## src/rtl/pic_port_pkg.sv

```systemverilog
`timescale 1ns/1ps
package pic_port_pkg;

  typedef enum logic [1:0] {
    SEQ_IDLE = 2'd0,
    SEQ_BASE = 2'd1,
    SEQ_CASC = 2'd2,
    SEQ_MODE = 2'd3
  } seq_t;

  typedef struct packed {
    logic aeoi;    // acknowledge does not set in-service
    logic raeoi;   // rotate offset on auto-clear acknowledge
    logic sfnm;    // cascade line in-service not counted
    logic smm;     // masked in-service bits not counted
    logic rsel;    // 1: address-0 read returns in-service
  } mode_t;

  localparam logic [2:0] OP_RAE_CLR = 3'd0;
  localparam logic [2:0] OP_NS_EOI  = 3'd1;
  localparam logic [2:0] OP_NOP     = 3'd2;
  localparam logic [2:0] OP_SP_EOI  = 3'd3;
  localparam logic [2:0] OP_RAE_SET = 3'd4;
  localparam logic [2:0] OP_NS_ROT  = 3'd5;
  localparam logic [2:0] OP_SET_PRI = 3'd6;
  localparam logic [2:0] OP_SP_ROT  = 3'd7;

endpackage

```

## src/rtl/pic_prio_pick.sv

```systemverilog
`timescale 1ns/1ps
// Rotating priority search: rank of line L is (L - off) mod NLINES.
// rank_o = NLINES when vec_i is empty. NLINES must be a power of two.
module pic_prio_pick #(
  parameter int NLINES = 8,
  localparam int LW = $clog2(NLINES)
) (
  input  logic [NLINES-1:0] vec_i,
  input  logic [LW-1:0]     off_i,
  output logic [LW:0]       rank_o
);
  logic [NLINES-1:0] rot;

  for (genvar g = 0; g < NLINES; g++) begin : g_rot
    logic [LW-1:0] idx;
    assign idx    = LW'(g) + off_i;
    assign rot[g] = vec_i[idx];
  end

  always_comb begin
    rank_o = (LW+1)'(NLINES);
    for (int i = NLINES-1; i >= 0; i--) begin
      if (rot[i]) rank_o = (LW+1)'(i);
    end
  end
endmodule

```

## src/rtl/pic_init_seq.sv

```systemverilog
`timescale 1ns/1ps
// Tracks which address-1 byte of the initialization sequence comes next.
module pic_init_seq
  import pic_port_pkg::*;
(
  input  logic clk,
  input  logic rst_n,
  input  logic start_i,
  input  logic single_i,
  input  logic need4_i,
  input  logic byte_i,
  output logic busy_o,
  output logic base_take_o,
  output logic mode_take_o
);
  seq_t st_q;
  logic single_q, need4_q;

  always_ff @(posedge clk) begin
    if (!rst_n) begin
      st_q     <= SEQ_IDLE;
      single_q <= 1'b0;
      need4_q  <= 1'b0;
    end else if (start_i) begin
      st_q     <= SEQ_BASE;
      single_q <= single_i;
      need4_q  <= need4_i;
    end else if (byte_i) begin
      case (st_q)
        SEQ_BASE: st_q <= !single_q ? SEQ_CASC : (need4_q ? SEQ_MODE : SEQ_IDLE);
        SEQ_CASC: st_q <= need4_q ? SEQ_MODE : SEQ_IDLE;
        SEQ_MODE: st_q <= SEQ_IDLE;
        default:  st_q <= st_q;
      endcase
    end
  end

  assign busy_o      = (st_q != SEQ_IDLE);
  assign base_take_o = byte_i && (st_q == SEQ_BASE);
  assign mode_take_o = byte_i && (st_q == SEQ_MODE);
endmodule

```

## src/rtl/pic_cmd_port.sv

```systemverilog
`timescale 1ns/1ps
module pic_cmd_port
  import pic_port_pkg::*;
#(
  parameter int NLINES    = 8,
  parameter int DW        = 8,
  parameter int CASC_LINE = 2
) (
  input  logic              clk,
  input  logic              rst_n,
  input  logic              wr_en,
  input  logic              wr_addr,
  input  logic [DW-1:0]     wr_data,
  input  logic              rd_en,
  input  logic              rd_addr,
  output logic [DW-1:0]     rd_data,
  output logic              rd_vld,
  input  logic              ack_i,
  output logic              ack_vld,
  output logic [DW-1:0]     ack_vec,
  input  logic [NLINES-1:0] irq_req,
  output logic [NLINES-1:0] req_clr,
  output logic              int_o
);
  localparam int LW = $clog2(NLINES);
  localparam logic [DW-1:0] BASE_MASK = ~DW'(NLINES-1);
  localparam logic [NLINES-1:0] CASC_BIT = NLINES'(1) << CASC_LINE;
  localparam logic [LW-1:0] ONE = LW'(1);

  // state
  logic [NLINES-1:0] imr_q, imr_d, isr_q, isr_d;
  logic [LW-1:0]     off_q, off_d;
  logic [DW-1:0]     base_q, base_d;
  mode_t             mode_q, mode_d;
  logic              poll_q, poll_d;
  logic [DW-1:0]     rdd_q, rdd_d, akd_q, akd_d;
  logic              rdv_q, rdv_d, akv_q, akv_d;
  logic [NLINES-1:0] clr_q, clr_d;

  // decode
  logic start_w, rdctl_w, opcmd_w, a1_w, rd_go, ack_go;
  logic [2:0] code;
  logic [LW-1:0] named_line;
  assign start_w = wr_en && !wr_addr && wr_data[4];
  assign rdctl_w = wr_en && !wr_addr && !wr_data[4] && wr_data[3];
  assign opcmd_w = wr_en && !wr_addr && !wr_data[4] && !wr_data[3];
  assign a1_w    = wr_en && wr_addr;
  assign rd_go   = rd_en && !wr_en;
  assign ack_go  = ack_i && !wr_en && !rd_en;
  assign code    = wr_data[7:5];
  assign named_line = wr_data[LW-1:0];

  // init sequence
  logic seq_busy, base_take, mode_take;
  pic_init_seq u_seq (
    .clk         (clk),
    .rst_n       (rst_n),
    .start_i     (start_w),
    .single_i    (wr_data[1]),
    .need4_i     (wr_data[0]),
    .byte_i      (a1_w),
    .busy_o      (seq_busy),
    .base_take_o (base_take),
    .mode_take_o (mode_take)
  );

  // priority lookups
  logic [NLINES-1:0] req_vec, cur_vec;
  logic [LW:0]       req_rank, cur_rank, isr_rank;
  logic [LW-1:0]     req_line, isr_line;
  logic              win, isr_hit;

  assign req_vec = irq_req & ~imr_q;
  assign cur_vec = isr_q & ~(mode_q.smm ? imr_q : '0) & ~(mode_q.sfnm ? CASC_BIT : '0);

  pic_prio_pick #(.NLINES(NLINES)) u_req_pick (
    .vec_i (req_vec), .off_i (off_q), .rank_o (req_rank));
  pic_prio_pick #(.NLINES(NLINES)) u_cur_pick (
    .vec_i (cur_vec), .off_i (off_q), .rank_o (cur_rank));
  pic_prio_pick #(.NLINES(NLINES)) u_isr_pick (
    .vec_i (isr_q),   .off_i (off_q), .rank_o (isr_rank));

  assign req_line = req_rank[LW-1:0] + off_q;
  assign isr_line = isr_rank[LW-1:0] + off_q;
  assign isr_hit  = !isr_rank[LW];
  assign win      = !req_rank[LW] && (req_rank < cur_rank);

  always_comb begin
    imr_d  = imr_q;
    isr_d  = isr_q;
    off_d  = off_q;
    base_d = base_q;
    mode_d = mode_q;
    poll_d = poll_q;
    rdd_d  = rdd_q;
    akd_d  = akd_q;
    rdv_d  = 1'b0;
    akv_d  = 1'b0;
    clr_d  = '0;
    if (start_w) begin
      imr_d  = '0;
      isr_d  = '0;
      off_d  = '0;
      mode_d = '0;
      poll_d = 1'b0;
    end else if (rdctl_w) begin
      mode_d.rsel = wr_data[0];
      mode_d.smm  = wr_data[5];
      poll_d      = wr_data[2];
    end else if (opcmd_w) begin
      case (code)
        OP_NS_EOI, OP_NS_ROT: begin
          if (isr_hit) begin
            isr_d[isr_line] = 1'b0;
            if (code == OP_NS_ROT) off_d = isr_line + ONE;
          end
        end
        OP_SP_EOI, OP_SP_ROT: begin
          isr_d[named_line] = 1'b0;
          if (code == OP_SP_ROT) off_d = named_line + ONE;
        end
        OP_SET_PRI:             off_d = named_line + ONE;
        OP_RAE_CLR, OP_RAE_SET: mode_d.raeoi = wr_data[7];
        default: ;
      endcase
    end else if (a1_w) begin
      if (base_take) begin
        base_d = wr_data & BASE_MASK;
      end else if (mode_take) begin
        mode_d.sfnm = wr_data[4];
        mode_d.aeoi = wr_data[1];
      end else if (!seq_busy) begin
        imr_d = wr_data[NLINES-1:0];
      end
    end else if (rd_go) begin
      rdv_d = 1'b1;
      if (poll_q) begin
        poll_d = 1'b0;
        if (win) begin
          rdd_d = {1'b1, (DW-1)'(req_line)};
          clr_d[req_line] = 1'b1;
          isr_d[req_line] = 1'b0;
        end else begin
          rdd_d = '0;
        end
      end else if (rd_addr) begin
        rdd_d = DW'(imr_q);
      end else begin
        rdd_d = mode_q.rsel ? DW'(isr_q) : DW'(irq_req);
      end
    end else if (ack_go) begin
      akv_d = 1'b1;
      if (win) begin
        akd_d = base_q | DW'(req_line);
        clr_d[req_line] = 1'b1;
        if (!mode_q.aeoi)      isr_d[req_line] = 1'b1;
        else if (mode_q.raeoi) off_d = req_line + ONE;
      end else begin
        akd_d = base_q | DW'(NLINES-1);
      end
    end
  end

  always_ff @(posedge clk) begin
    if (!rst_n) begin
      imr_q  <= '0;
      isr_q  <= '0;
      off_q  <= '0;
      base_q <= '0;
      mode_q <= '0;
      poll_q <= 1'b0;
      rdd_q  <= '0;
      akd_q  <= '0;
      rdv_q  <= 1'b0;
      akv_q  <= 1'b0;
      clr_q  <= '0;
    end else begin
      imr_q  <= imr_d;
      isr_q  <= isr_d;
      off_q  <= off_d;
      base_q <= base_d;
      mode_q <= mode_d;
      poll_q <= poll_d;
      rdd_q  <= rdd_d;
      akd_q  <= akd_d;
      rdv_q  <= rdv_d;
      akv_q  <= akv_d;
      clr_q  <= clr_d;
    end
  end

  assign rd_data = rdd_q;
  assign rd_vld  = rdv_q;
  assign ack_vec = akd_q;
  assign ack_vld = akv_q;
  assign req_clr = clr_q;
  assign int_o   = win;
endmodule

```

## config.mk

```make
export PLATFORM = sky130hd
export DESIGN_NAME = pic_cmd_port
export DESIGN_NICKNAME = d
export VERILOG_FILES = /design/src/rtl/pic_port_pkg.sv /design/src/rtl/pic_prio_pick.sv /design/src/rtl/pic_init_seq.sv /design/src/rtl/pic_cmd_port.sv
export SDC_FILE = /design/constraint.sdc
export NUM_CORES = 1
export LEC_CHECK = 0
export ABC_CLOCK_PERIOD_IN_PS = 8450
export CAP_MARGIN = 20
export CORE_ASPECT_RATIO = 2
export CORE_MARGIN = 3
export CORE_UTILIZATION = 62
export DETAILED_ROUTE_END_ITERATION = 16
export PLACE_DENSITY = 0.95
export SYNTH_ARGS = -nofsm -noshare
export SYNTH_HDL_FRONTEND = slang
export SYNTH_SLANG_ARGS = --single-unit
```

## constraint.sdc

```tcl
create_clock -name clk -period 8.45 [get_ports clk]
set_input_delay 1.69 -clock clk [delete_from_list [all_inputs] [get_ports clk]]
set_output_delay 1.69 -clock clk [all_outputs]
set_load 0.005 [all_outputs]
```

---- Word-level counts from Yosys, hierarchy flattened ----
Cells that the tools add are included.
word-level totals
  word-level logic and storage cells ...... 259
  bits in registers ....................... 60
  input port bits ......................... 23
operators by class
  equality and inequality tests ........... 20
  add/sub/neg operators ................... 12
  muxes and demuxes ....................... 121
  bitwise logic cells ..................... 23
  reduce and logical (&&, ||, !) cells .... 49
  order comparisons ....................... 15
operators by type and width
  kind                                                                          number
  8-bit 2-to-1 mux                                                              19
  4-bit 2-to-1 mux                                                              24
  1-bit binary-select mux with 3-bit select                                     24
  8-bit bitwise AND                                                             6
  3-bit by 4-bit less-than comparator with 1-bit output, second input constant  11
  8-bit NOT                                                                     5
  1-bit 2-to-1 mux                                                              35
  3-bit 2-to-1 mux                                                              11
  8-bit one-hot mux with 2 select lines                                         1
  1-bit logical AND                                                             15
  5-bit AND reduction                                                           3
  2-bit nonzero test                                                            7
  3-bit adder, first input constant                                             4
  3-bit equality test, second input constant                                    4
  3-bit != test, second input constant                                          4
  6-bit AND reduction                                                           2
  11-bit AND reduction                                                          1
  3-bit by 1-bit adder with 3-bit output, second input constant                 3
  1-bit demux with 3-bit select                                                 3
  3-bit by 1-bit >= comparator with 1-bit output, second input constant         3
  1-bit NOT                                                                     9
  3-bit one-hot mux with 3 select lines                                         1
  2-bit != test, second input constant                                          4
  3-bit NOT with 8-bit output                                                   1
  24 further kinds                                                              40

---- Longest topological paths before layout ----
  depth after elaboration ................. 24
  depth in mapped cells ................... 23

---- Modules after synthesis ----
Synthesis repeated with hierarchy kept, for this count alone.
second synthesis, totals
  cells, all modules ...................... 571
  area, all modules ....................... 5,266.3 µm²
modules (own cells, without submodules)
  module         cells an instance  area an instance (µm²)  sequential area each (µm²)  times used
  pic_cmd_port   359                2,997.9                 1,121.1                     1
  pic_prio_pick  63                 688.2                   0.0                         3
  pic_init_seq   23                 203.9                   80.1                        1

---- Least setup slack after synthesis ----
No wires, ideal clock.
  kind .................................... input -> output
  start point ............................. in irq_req[3]
  end point ............................... out int_o
  path slack .............................. 2,258 ps
  buffers on the path ..................... 1
  stages on the path ...................... 12
  arrival time ............................ 4,502 ps
  cell sequence ........................... nor2b_1 > mux2_2 > mux4_2 > o21bai_1 > a311oi_1 > ha_1 > o21ai_0 > a31oi_1 > a2111oi_0 > o21ai_1 > o21ai_1 > buf_2
between the ends
  word-level cells in the longest chain between the ends .. 13
RTL lines
  element                                                                 line                 RTL
  start: declaration                                                      pic_cmd_port.sv:21   input logic [NLINES-1:0] irq_req,
  8-bit bitwise AND *                                                     pic_cmd_port.sv:73   assign req_vec = irq_req & ~imr_q;
  1-bit binary-select mux with 3-bit select                               pic_prio_pick.sv:17  assign rot[g] = vec_i[idx];
  1-bit 2-to-1 mux (implied by the code)                                  pic_prio_pick.sv:17
  4-bit 2-to-1 mux (7 in series)                                          pic_prio_pick.sv:23  if (rot[i]) rank_o = (LW+1)'(i);
  4-bit 2-to-1 mux *                                                      pic_prio_pick.sv:23
  4-bit less-than comparator / 1-bit logical NOT (equally long branches)  pic_cmd_port.sv:86   assign win = !req_rank[LW] && (req_rank < cur_rank);
  1-bit logical AND *                                                     pic_cmd_port.sv:86
  end: declaration                                                        pic_cmd_port.sv:23   output logic int_o
Every way passes the cells marked *; elsewhere a longest branch is shown, timed or not. The select of a mux whose other input is x is not followed.

---- Worst setup path after layout ----
  start point ............................. in irq_req[2]
  end point ............................... out int_o
Same word-level chain as after synthesis.

==> results.cfg <==
[power]
p_sw_uw = 214
pwr-share-comb_pct = 18.3
seq_power_share_pct = 38.9
peakVddDrop_mv = 0.191
power.density_mw_per_mm2 = 142
leakage_uw = 0.00199
p_clk_share_pct = 42.8
internal_power_uw = 551
sw_frac_of_total_pct = 28.0

[layout]
n_antenna_cell = 0
fill_cells = 520
layout.area.seq_mm2 = 0.00120
fin_nets = 633
multi_input_area_mm2 = 0.00324
area_growth_pct = 16.2
drive_gt1_share_pct = 10.1

[synthesis]
seq_area_frac_synth_pct = 25.9
netlist_area_mm2 = 0.00464
ys_ff_latch = 60
ys_types = 70
synthArstFlopShare_pct = 0
syn_area_per_cell_um2 = 8.13
syn-num-nets = 603
synth_ff_type = dfxtp_1
ys.warnings.count = 0
synth_edf_count = 0
synthCells = 570

[global_routing]
grt-ovfl-total = 0
grt_pass1_vias = 4673
grt_pass1_wl_mm = 22.8
grt_start_max_net_pins = 36
grt_usage_pct = 35.1
antenna_found_initial = 0

[clock_network]
postCtsResizedCells = 0
htreeDepth = 3
cts_sinks = 60
cts_setup_buffers = 0
cts_hold_buf = 0
clock_latency_ps = 330
cts_buffers = 9
cts-root-buf = clkbuf_16
cts_buffer_depth = 2
clkTransAtPathRegs_ps = 50
cts_tree = built

[sta]
setup_viol = 0
rsz0062_at_grt = no
min_period_ps = 7650
fin_worst_skew_ps = 5.62
totalNegativeSetupSlack_ps = 0
tightest_slew_ps = 961
whs_ps = 463
fmaxAchievable_mhz = 131
slew_headroom_pct = 35.8
period_share_pct = 90.6
drv_slew = 0
final_hold_viol_count = 0

[setup_path]
cp_slowest_cell = mux4_2
start_kind = input port
critPathKind = in2out
worst_path_largest_cell_delay_ps = 540
critical_path.max_fanout = 11
cp.required_ps = 6760
end_kind = output port
worstPathCellList = clkdlybuf4s50_1, nor2b_1, mux2_2, mux4_2, o21bai_1, a311oi_1, ha_1, o21ai_0, a31oi_1, a2111oi_0, o21ai_1, o21ai_1, buf_4, clkdlybuf4s50_1
arrival_ps = 5960

[floorplan]
num_rows = 44
ios = 50
die_y_um = 128
coreArea_mm2 = 0.00727
start_util_pct = 63.8
die_x_um = 67.2
dieArea_mm2 = 0.00862

[drt]
remaining_drc_errors = 0
wl_per_cell_um = 20.4
drtAntennaViolNets = 0
drt_iter0_markers = 457
wl_mm = 14.2
via_count = 4732
dr.pass1.iters = 5
post_drt_via_cell_ratio = 6.79

[place]
portBuffers = 49
place_congestion = 1.06
post-dp-hpwl_mm = 10.7

[status]
status = finished, final reports clean

[worst_hold_path]
hp-class = reg2reg

[job]
cap_violations = 0
per-layer routing:
layer / track usage [%] / wire length (um) / part of all wire, %
met1: 35.0 / 4850 / 34
met2: 60.7 / 7370 / 52
met3: 5.96 / 763 / 5.4
met4: 29.2 / 1240 / 8.7
met5: 0 / 0 / 0
kinds of logic after synthesis:
kind of cell / synth area share (%)
simple gates: 25.3
fa+ha+maj: 3.02
flops: 25.9
compound gates: 20.2
buf+inv: 4.32
xor+xnor: 2.05
mux: 19.2
area by class of cell:
cell class	count	area share (%)
Inverter	11	0.813
Clock inverter	4	0.464
Clock buffer	12	4.58
Tap cell	92	2.14
Sequential cell	60	22.3
Timing Repair Buffer	53	9.66
Multi-Input combinational cell	465	60.1
power by group through the flow:
stage,Clock (uW),Sequential (uW),Combinational (uW)
after detailed placement,0,303,135
after floorplan,0,300,90.5
after global routing,338,298,153
after global placement,0,302,131
final,328,297,140
after CTS,328,297,137
placed cells by master (no fill, tap or decap), drive strengths merged, types with 3 or more instances in the layout:
cell	count
a211oi	14
a211o	4
a21boi	3
nand2b	10
or2	3
nor3	14
a311oi	3
nand4	9
mux2	14
nand3	26
o31ai	4
buf	4
a41oi	8
inv	8
and2	9
ha	8
dfxtp	60
clkdlybuf4s50	49
a21oi	35
nor2b	21
mux4	16
a32oi	5
nor2	62
clkbuf	12
a31oi	6
nor4	4
o21ai	37
mux2i	37
nand2	67
and3	6
a22oi	5
clkinv	5
xnor2	3
xor2	4
synth_stat cells (4+ instances only):
master	count	area [um2]
o21ai_0	32	160
nor3_1	13	65.1
nand3_1	26	130
nand2_1	67	251
a41oi_1	8	70.1
nor2b_1	21	131
a32oi_1	5	43.8
o21ai_1	5	25.0
nor2_1	61	229
buf_2	5	25.0
and2_1	7	43.8
a21oi_1	35	175
a22oi_1	5	37.5
ha_1	8	100
clkbuf_1	22	82.6
a31oi_1	6	37.5
inv_1	6	22.5
mux2i_1	37	370
nand2b_1	10	62.6
mux4_2	16	360
and3_1	6	37.5
a211oi_1	13	97.6
dfxtp_1	60	1200
mux2_2	14	158
o31ai_1	4	30.0
a211o_1	4	35.0
nand4_1	9	56.3
worst max-delay path, delay by kind of cell:
kind                     cells  cell delay [ps]
multiplexers                 2              840
AO/OA/AOI/OAI                7             1770
adder cells (fa/ha/maj)      1              310
AND/OR/NAND/NOR              1              180
buffers and inverters        3             1170
stage by stage:
stage	area [um2]	cells	power, uW	utilization (%)	worst slack, ps
detailed placement	5120	681	438	70.4	910
CTS	5390	697	762	74.1	861
global placement	5120	681	434	70.4	1000
global route	5390	697	789	74.1	290
floorplan	4640	570	391	-	2260
finish	5390	697	766	74.1	795
path summary, 6_finish.rpt:
check | start | endpoint | slack (ps) | cells after the start
min | ack_vec[4] | ack_vec[4] | 460 | 2
max | irq_req[2] | int_o | 800 | 14
max reg2reg | off_q[1] | flop | 3060 | 17
min reg2reg | ack_vec[4] | ack_vec[4] | 460 | 2
No activity file was read; power rests on OpenSTA's default activity.
